<file path="src/rtl/iu_issue_path.sv">
module iu_issue_path #(
  parameter int DEPTH   = 8,
  parameter int TAGW    = 8,
  parameter int OPW     = 3,
  parameter int MUL_OP  = 5,
  parameter int MUL_CYC = 5
) (
  input  logic            clk,
  input  logic            rst_n,
  input  logic            flush,
  input  logic            push_valid,
  input  logic [TAGW-1:0] push_tag,
  input  logic [OPW-1:0]  push_op,
  output logic            q_full,
  output logic            wb_valid,
  output logic [TAGW-1:0] wb_tag,
  output logic [OPW-1:0]  wb_op
);
  localparam int CNTW = $clog2(DEPTH + 1);
  localparam int IW   = $clog2(DEPTH);
  localparam int CW   = $clog2(MUL_CYC + 1);
  localparam logic [CW-1:0]  MUL_N = CW'(MUL_CYC);
  localparam logic [OPW-1:0] MULC  = OPW'(MUL_OP);

  logic [TAGW-1:0] q_tag [DEPTH];
  logic [OPW-1:0]  q_op  [DEPTH];
  logic [CNTW-1:0] q_cnt;
  logic            buf_valid, ex_valid;
  logic [TAGW-1:0] buf_tag, ex_tag;
  logic [OPW-1:0]  buf_op, ex_op;
  logic [CW-1:0]   ex_cnt;

  wire head_valid   = q_cnt != '0;
  wire ex_done      = ex_valid && ex_cnt == CW'(1);
  wire ex_free      = !ex_valid || ex_done;
  wire head_leave   = head_valid && (!buf_valid || ex_free);
  wire load_buf     = buf_valid && ex_free;
  wire load_head    = !buf_valid && ex_free && head_valid;
  wire push_ok      = push_valid && !q_full && !flush;
  wire [CNTW-1:0] wr_pos = q_cnt - CNTW'(head_leave);
  wire [IW-1:0]   wr_idx = wr_pos[IW-1:0];

  assign q_full = q_cnt == CNTW'(DEPTH);

  always_ff @(posedge clk or negedge rst_n)
    if (!rst_n)     q_cnt <= '0;
    else if (flush) q_cnt <= '0;
    else            q_cnt <= q_cnt - CNTW'(head_leave) + CNTW'(push_ok);

  always_ff @(posedge clk) begin
    if (head_leave)
      for (int i = 0; i < DEPTH - 1; i++) begin
        q_tag[i] <= q_tag[i+1];
        q_op[i]  <= q_op[i+1];
      end
    if (push_ok) begin
      q_tag[wr_idx] <= push_tag;
      q_op[wr_idx]  <= push_op;
    end
  end

  always_ff @(posedge clk or negedge rst_n)
    if (!rst_n) buf_valid <= 1'b0;
    else if (flush) buf_valid <= 1'b0;
    else if (head_leave && !load_head) buf_valid <= 1'b1;
    else if (load_buf) buf_valid <= 1'b0;

  always_ff @(posedge clk)
    if (head_leave && !load_head) begin
      buf_tag <= q_tag[0];
      buf_op  <= q_op[0];
    end

  always_ff @(posedge clk or negedge rst_n)
    if (!rst_n) begin
      ex_valid <= 1'b0;
      ex_cnt   <= '0;
    end else if (load_buf || load_head) begin
      ex_valid <= 1'b1;
      ex_cnt   <= ((load_buf ? buf_op : q_op[0]) == MULC) ? MUL_N : CW'(1);
    end else if (ex_done) begin
      ex_valid <= 1'b0;
      ex_cnt   <= '0;
    end else if (ex_valid) begin
      ex_cnt   <= ex_cnt - CW'(1);
    end

  always_ff @(posedge clk)
    if (load_buf) begin
      ex_tag <= buf_tag;
      ex_op  <= buf_op;
    end else if (load_head) begin
      ex_tag <= q_tag[0];
      ex_op  <= q_op[0];
    end

  always_ff @(posedge clk or negedge rst_n)
    if (!rst_n) wb_valid <= 1'b0;
    else        wb_valid <= ex_done;

  always_ff @(posedge clk)
    if (ex_done) begin
      wb_tag <= ex_tag;
      wb_op  <= ex_op;
    end

  a_r2_count_bound: assert property (@(posedge clk) disable iff (!rst_n)
    q_cnt <= CNTW'(DEPTH));

  a_r2_full_holds: assert property (@(posedge clk) disable iff (!rst_n)
    q_full && !head_leave && !flush |=> q_full);

  a_r4_mul_countdown: assert property (@(posedge clk) disable iff (!rst_n)
    ex_valid && ex_cnt > CW'(1) && !load_buf && !load_head |=> ex_valid && ex_cnt == $past(ex_cnt) - CW'(1));

  a_r5_buf_needs_busy: assert property (@(posedge clk) disable iff (!rst_n)
    buf_valid |-> ex_valid);

  a_r6_decode_hold: assert property (@(posedge clk) disable iff (!rst_n)
    head_valid && buf_valid && !ex_free && !flush |=> head_valid && $stable(q_tag[0]) && $stable(q_op[0]));

  a_r8_wb_follows_done: assert property (@(posedge clk) disable iff (!rst_n)
    ex_done |=> wb_valid);

  a_r9_flush_clears: assert property (@(posedge clk) disable iff (!rst_n)
    flush |=> q_cnt == '0 && !buf_valid);
endmodule

</file>
<file path="config.mk">
export PLATFORM = sky130hd
export DESIGN_NAME = iu_issue_path
export DESIGN_NICKNAME = d
export VERILOG_FILES = /design/src/rtl/iu_issue_path.sv
export SDC_FILE = /design/constraint.sdc
export NUM_CORES = 1
export LEC_CHECK = 0
export BUFFER_PORTS_ARGS = -buffer_cell sky130_fd_sc_hd__clkbuf_2
export CORE_MARGIN = 1.5
export CORE_UTILIZATION = 55
export DETAILED_ROUTE_END_ITERATION = 12
export PLACE_DENSITY = 0.82
export SLEW_MARGIN = 20
export SYNTH_ARGS = -nofsm -noshare
export SYNTH_HDL_FRONTEND = slang
export SYNTH_SLANG_ARGS = --single-unit
</file>
<file path="constraint.sdc">
create_clock -name clk -period 4.05 [get_ports clk]
set_clock_uncertainty 0.2 [all_clocks]
set_input_delay 0.2025 -clock clk [delete_from_list [all_inputs] [get_ports clk]]
set_output_delay 0.2025 -clock clk [all_outputs]
set_load 0.01 [all_outputs]
</file>
==> flow_summary.json <==
{
  "fin_crit_ps": 3510,
  "io_pins": 28,
  "drv_slew": 0,
  "worstSetupEndpointType": "register",
  "area_growth_pct": 16.7,
  "wirelength_mm": 8.43,
  "worstSetupPathType": "reg2reg",
  "clk_pin_slew_worst_paths_ps": 60,
  "initial_core_util": 0.575,
  "io_buffers": 27,
  "fin_area_sq_um": 6650,
  "crit_family": "simple AND/OR/NAND/NOR gates",
  "hold_viol_final": 0,
  "gp_congestion": 0.743,
  "drc": 0,
  "crit_top_cell": "ha_1",
  "min_path_cells": 4,
  "leakagePower_nw": 2.55,
  "rows": 36,
  "max_freq_mhz": 285,
  "finalPower_mw": 6.07,
  "worstPathRequired_ps": 4050,
  "cts_buffers": 17,
  "synth_area_sq_um": 5700,
  "antenna_found_initial": 0,
  "path_max_fanout": 12,
  "max_slew_margin": 0.334,
  "crit_arrival_ps": 3510,
  "post_cts.repair.setup_buffers": 0,
  "synth.distinct_cells": 40,
  "die_w_microns": 105,
  "hp-class": "in2reg",
  "die-height_microns": 105,
  "clk_latency_ps": 520,
  "instances_no_fill": 513,
  "irDropWorstVdd_mv": 0.476,
  "syn_nets": 335,
  "slowest_delay_ps": 410,
  "die_area_sq_um": 11000,
  "min_period_over_period": 0.868,
  "crit_path_cell_trace": "ha_1 > nand2b_1 > and2_1 > a21o_1 > inv_1 > ha_1 > xor2_2 > nor3_1 > a31o_2 > nor2b_4 > or2_2",
  "place_hpwl_mm": 5.57,
  "routedWlPerCell_microns": 16.4,
  "post-route-util": 0.671,
  "vias": 2723,
  "final_antenna_net_count": 0,
  "place_inst": 467,
  "ctsResizeCount": 0,
  "max_cap_viol_count": 0,
  "cts_tree": "yes",
  "yosysSeqAreaShare": 0.682,
  "avgSynthCellArea_sq_um": 18.1,
  "antenna_cells": 0,
  "power_density_nw_per_um2": 912,
  "r2r_cells": 11,
  "h-tree-depth": 4,
  "cts.sinks": 131,
  "viasPerCell": 5.31,
  "overflow": 0,
  "startpoint_type": "register",
  "drtIter0Drc": 79,
  "grt_pass1_wl_mm": 14.3,
  "fin_nets": 388,
  "ys_seq_elements": 131,
  "track_usage": 0.171,
  "syn_inst": 314,
  "root_buffer": "clkbuf_8",
  "finalSetupViolCount": 0,
  "rsz0062_at_grt": "false",
  "clockBufferDepth": 2,
  "status": "complete, no violations",
  "core_sq_um": 9910,
  "drt_first_pass_iters": 4,
  "finalSetupTns_ps": 0,
  "max_slew.worst_pin.slew_ps": 995,
  "grt_max_degree": 17,
  "grt_pass1_vias": 2890,
  "cp.depth": 11,
  "cpMaxStageDelayCell": "dfrtp_1",
  "hold_buffers": 14,
  "postPlaceCellArea_sq_um": 5920,
  "drive_gt1_frac": 0.437,
  "path_buf_inv": 1,
  "yosys_warnings": 0
}
[final timing paths]
kind	startpoint	slack, ps	to
worst max-delay path	ex_cnt[0]	540	q_tag[0][5]
max in group asynchronous	rst_n	2860	q_cnt[1]
worst min register to register	ex_op[0]	220	wb_op[0]
min in group asynchronous	rst_n	490	q_cnt[3]
worst max register to register	ex_cnt[0]	540	q_tag[0][5]
worst min-delay path	push_valid	140	q_cnt[0]
[sequential cells by signal, summed over array words and instances (netlist names)]
signal     flops
q_tag         64
q_op          24
buf_tag        8
ex_tag         8
wb_tag         8
q_cnt          4
buf_op         3
ex_cnt         3
ex_op          3
wb_op          3
buf_valid      1
ex_valid       1
wb_valid       1
[cell usage after synthesis (all sizes together)]
| library cell | count | share of area |
|---|---|---|
| nor2 | 12 | 0.0079 |
| xnor2 | 3 | 0.0046 |
| dfrtp | 10 | 0.044 |
| mux2 | 88 | 0.19 |
| nor4b | 1 | 0.0042 |
| o21ai | 5 | 0.0044 |
| nor4 | 1 | 0.0011 |
| buf | 10 | 0.019 |
| nor3 | 1 | 0.00088 |
| o31ai | 1 | 0.0037 |
| xor2 | 2 | 0.0044 |
| o22a | 1 | 0.0015 |
| edfxtp | 121 | 0.64 |
| ha | 6 | 0.013 |
| a211o | 2 | 0.0031 |
| a31oi | 1 | 0.0011 |
| nor3b | 1 | 0.0033 |
| nand2 | 13 | 0.013 |
| o22ai | 1 | 0.0022 |
| and2 | 3 | 0.0037 |
| nand3 | 4 | 0.0035 |
| a21oi | 1 | 0.00088 |
| nor2b | 5 | 0.0068 |
| and3 | 2 | 0.0040 |
| a21o | 1 | 0.0013 |
| mux2i | 1 | 0.0018 |
| inv | 7 | 0.0046 |
| nand2b | 4 | 0.0044 |
| a211oi | 1 | 0.0013 |
| a31o | 1 | 0.0015 |
| or2 | 3 | 0.0033 |
| a21bo | 1 | 0.0018 |
[worst reg2reg max path, cell delays in order, from the launching register on]
cell and delay, ps:
dfrtp_1 410, ha_1 220, nand2b_1 180, and2_1 270, a21o_1 260, inv_1 160
ha_1 290, xor2_2 180, nor3_1 150, a31o_2 170, nor2b_4 360, or2_2 340
[cell type report]
type                       instances  area (sq um)
sequential                       131          3880
clock buffer                      17           414
tap                              133           166
inverter                           7          26.3
clock inverter                    15           181
timing repair buffer              44           298
fill                             672          3260
multi-input combinational        166          1680
[report_power, final]
part / switching (mW) / internal (mW) / leakage (nW) / total [mW]
Combinational: 0.952 / 0.817 / 0.985 / 1.77
Sequential: 0.238 / 2.54 / 1.29 / 2.78
Clock: 0.581 / 0.942 / 0.278 / 1.52
[logic make-up after synthesis]
kind of cell,synth area share
flops,0.682
mux,0.194
simple gates,0.0560
buf+inv,0.0233
compound gates,0.0228
fa+ha+maj,0.0132
xor+xnor,0.00900
[placed cells by master, fill, tap and decap left out, types with 2 or more instances in the layout]
| master | instances |
|---|---|
| and3_4 | 2 |
| mux2_2 | 58 |
| clkbuf_16 | 16 |
| nand2_4 | 3 |
| bufinv_16 | 3 |
| inv_1 | 7 |
| xnor2_1 | 3 |
| mux2_4 | 28 |
| nand3_1 | 4 |
| nand2_1 | 9 |
| dfrtp_1 | 10 |
| clkbuf_2 | 27 |
| edfxtp_1 | 121 |
| clkinv_2 | 2 |
| or2_2 | 3 |
| nor2_1 | 12 |
| o21ai_0 | 5 |
| mux2_1 | 2 |
| buf_4 | 3 |
| a211o_1 | 2 |
| nor2b_1 | 4 |
| nand2b_1 | 4 |
| and2_1 | 2 |
| clkinvlp_4 | 5 |
| inv_6 | 4 |
| ha_1 | 6 |
| dlygate4sd3_1 | 14 |
[metrics by stage]
stage          hold WS (ps)  worst slack [ps]
3_3_place_gp           -123               784
2_1_floorplan          -293               687
4_1_cts                 117               517
5_1_grt                 146               337
6_report                138               536
3_5_place_dp           -121               569
[per-layer routing]
layer  part of all wire  GRT usage  vias up
met5                  0          0        -
li1                   -          -     1312
met4              0.012     0.0675        0
met1               0.41      0.193     1353
met3              0.030     0.0543       10
met2               0.54      0.300       48
Note: power is estimated with default switching activity, not from simulation.
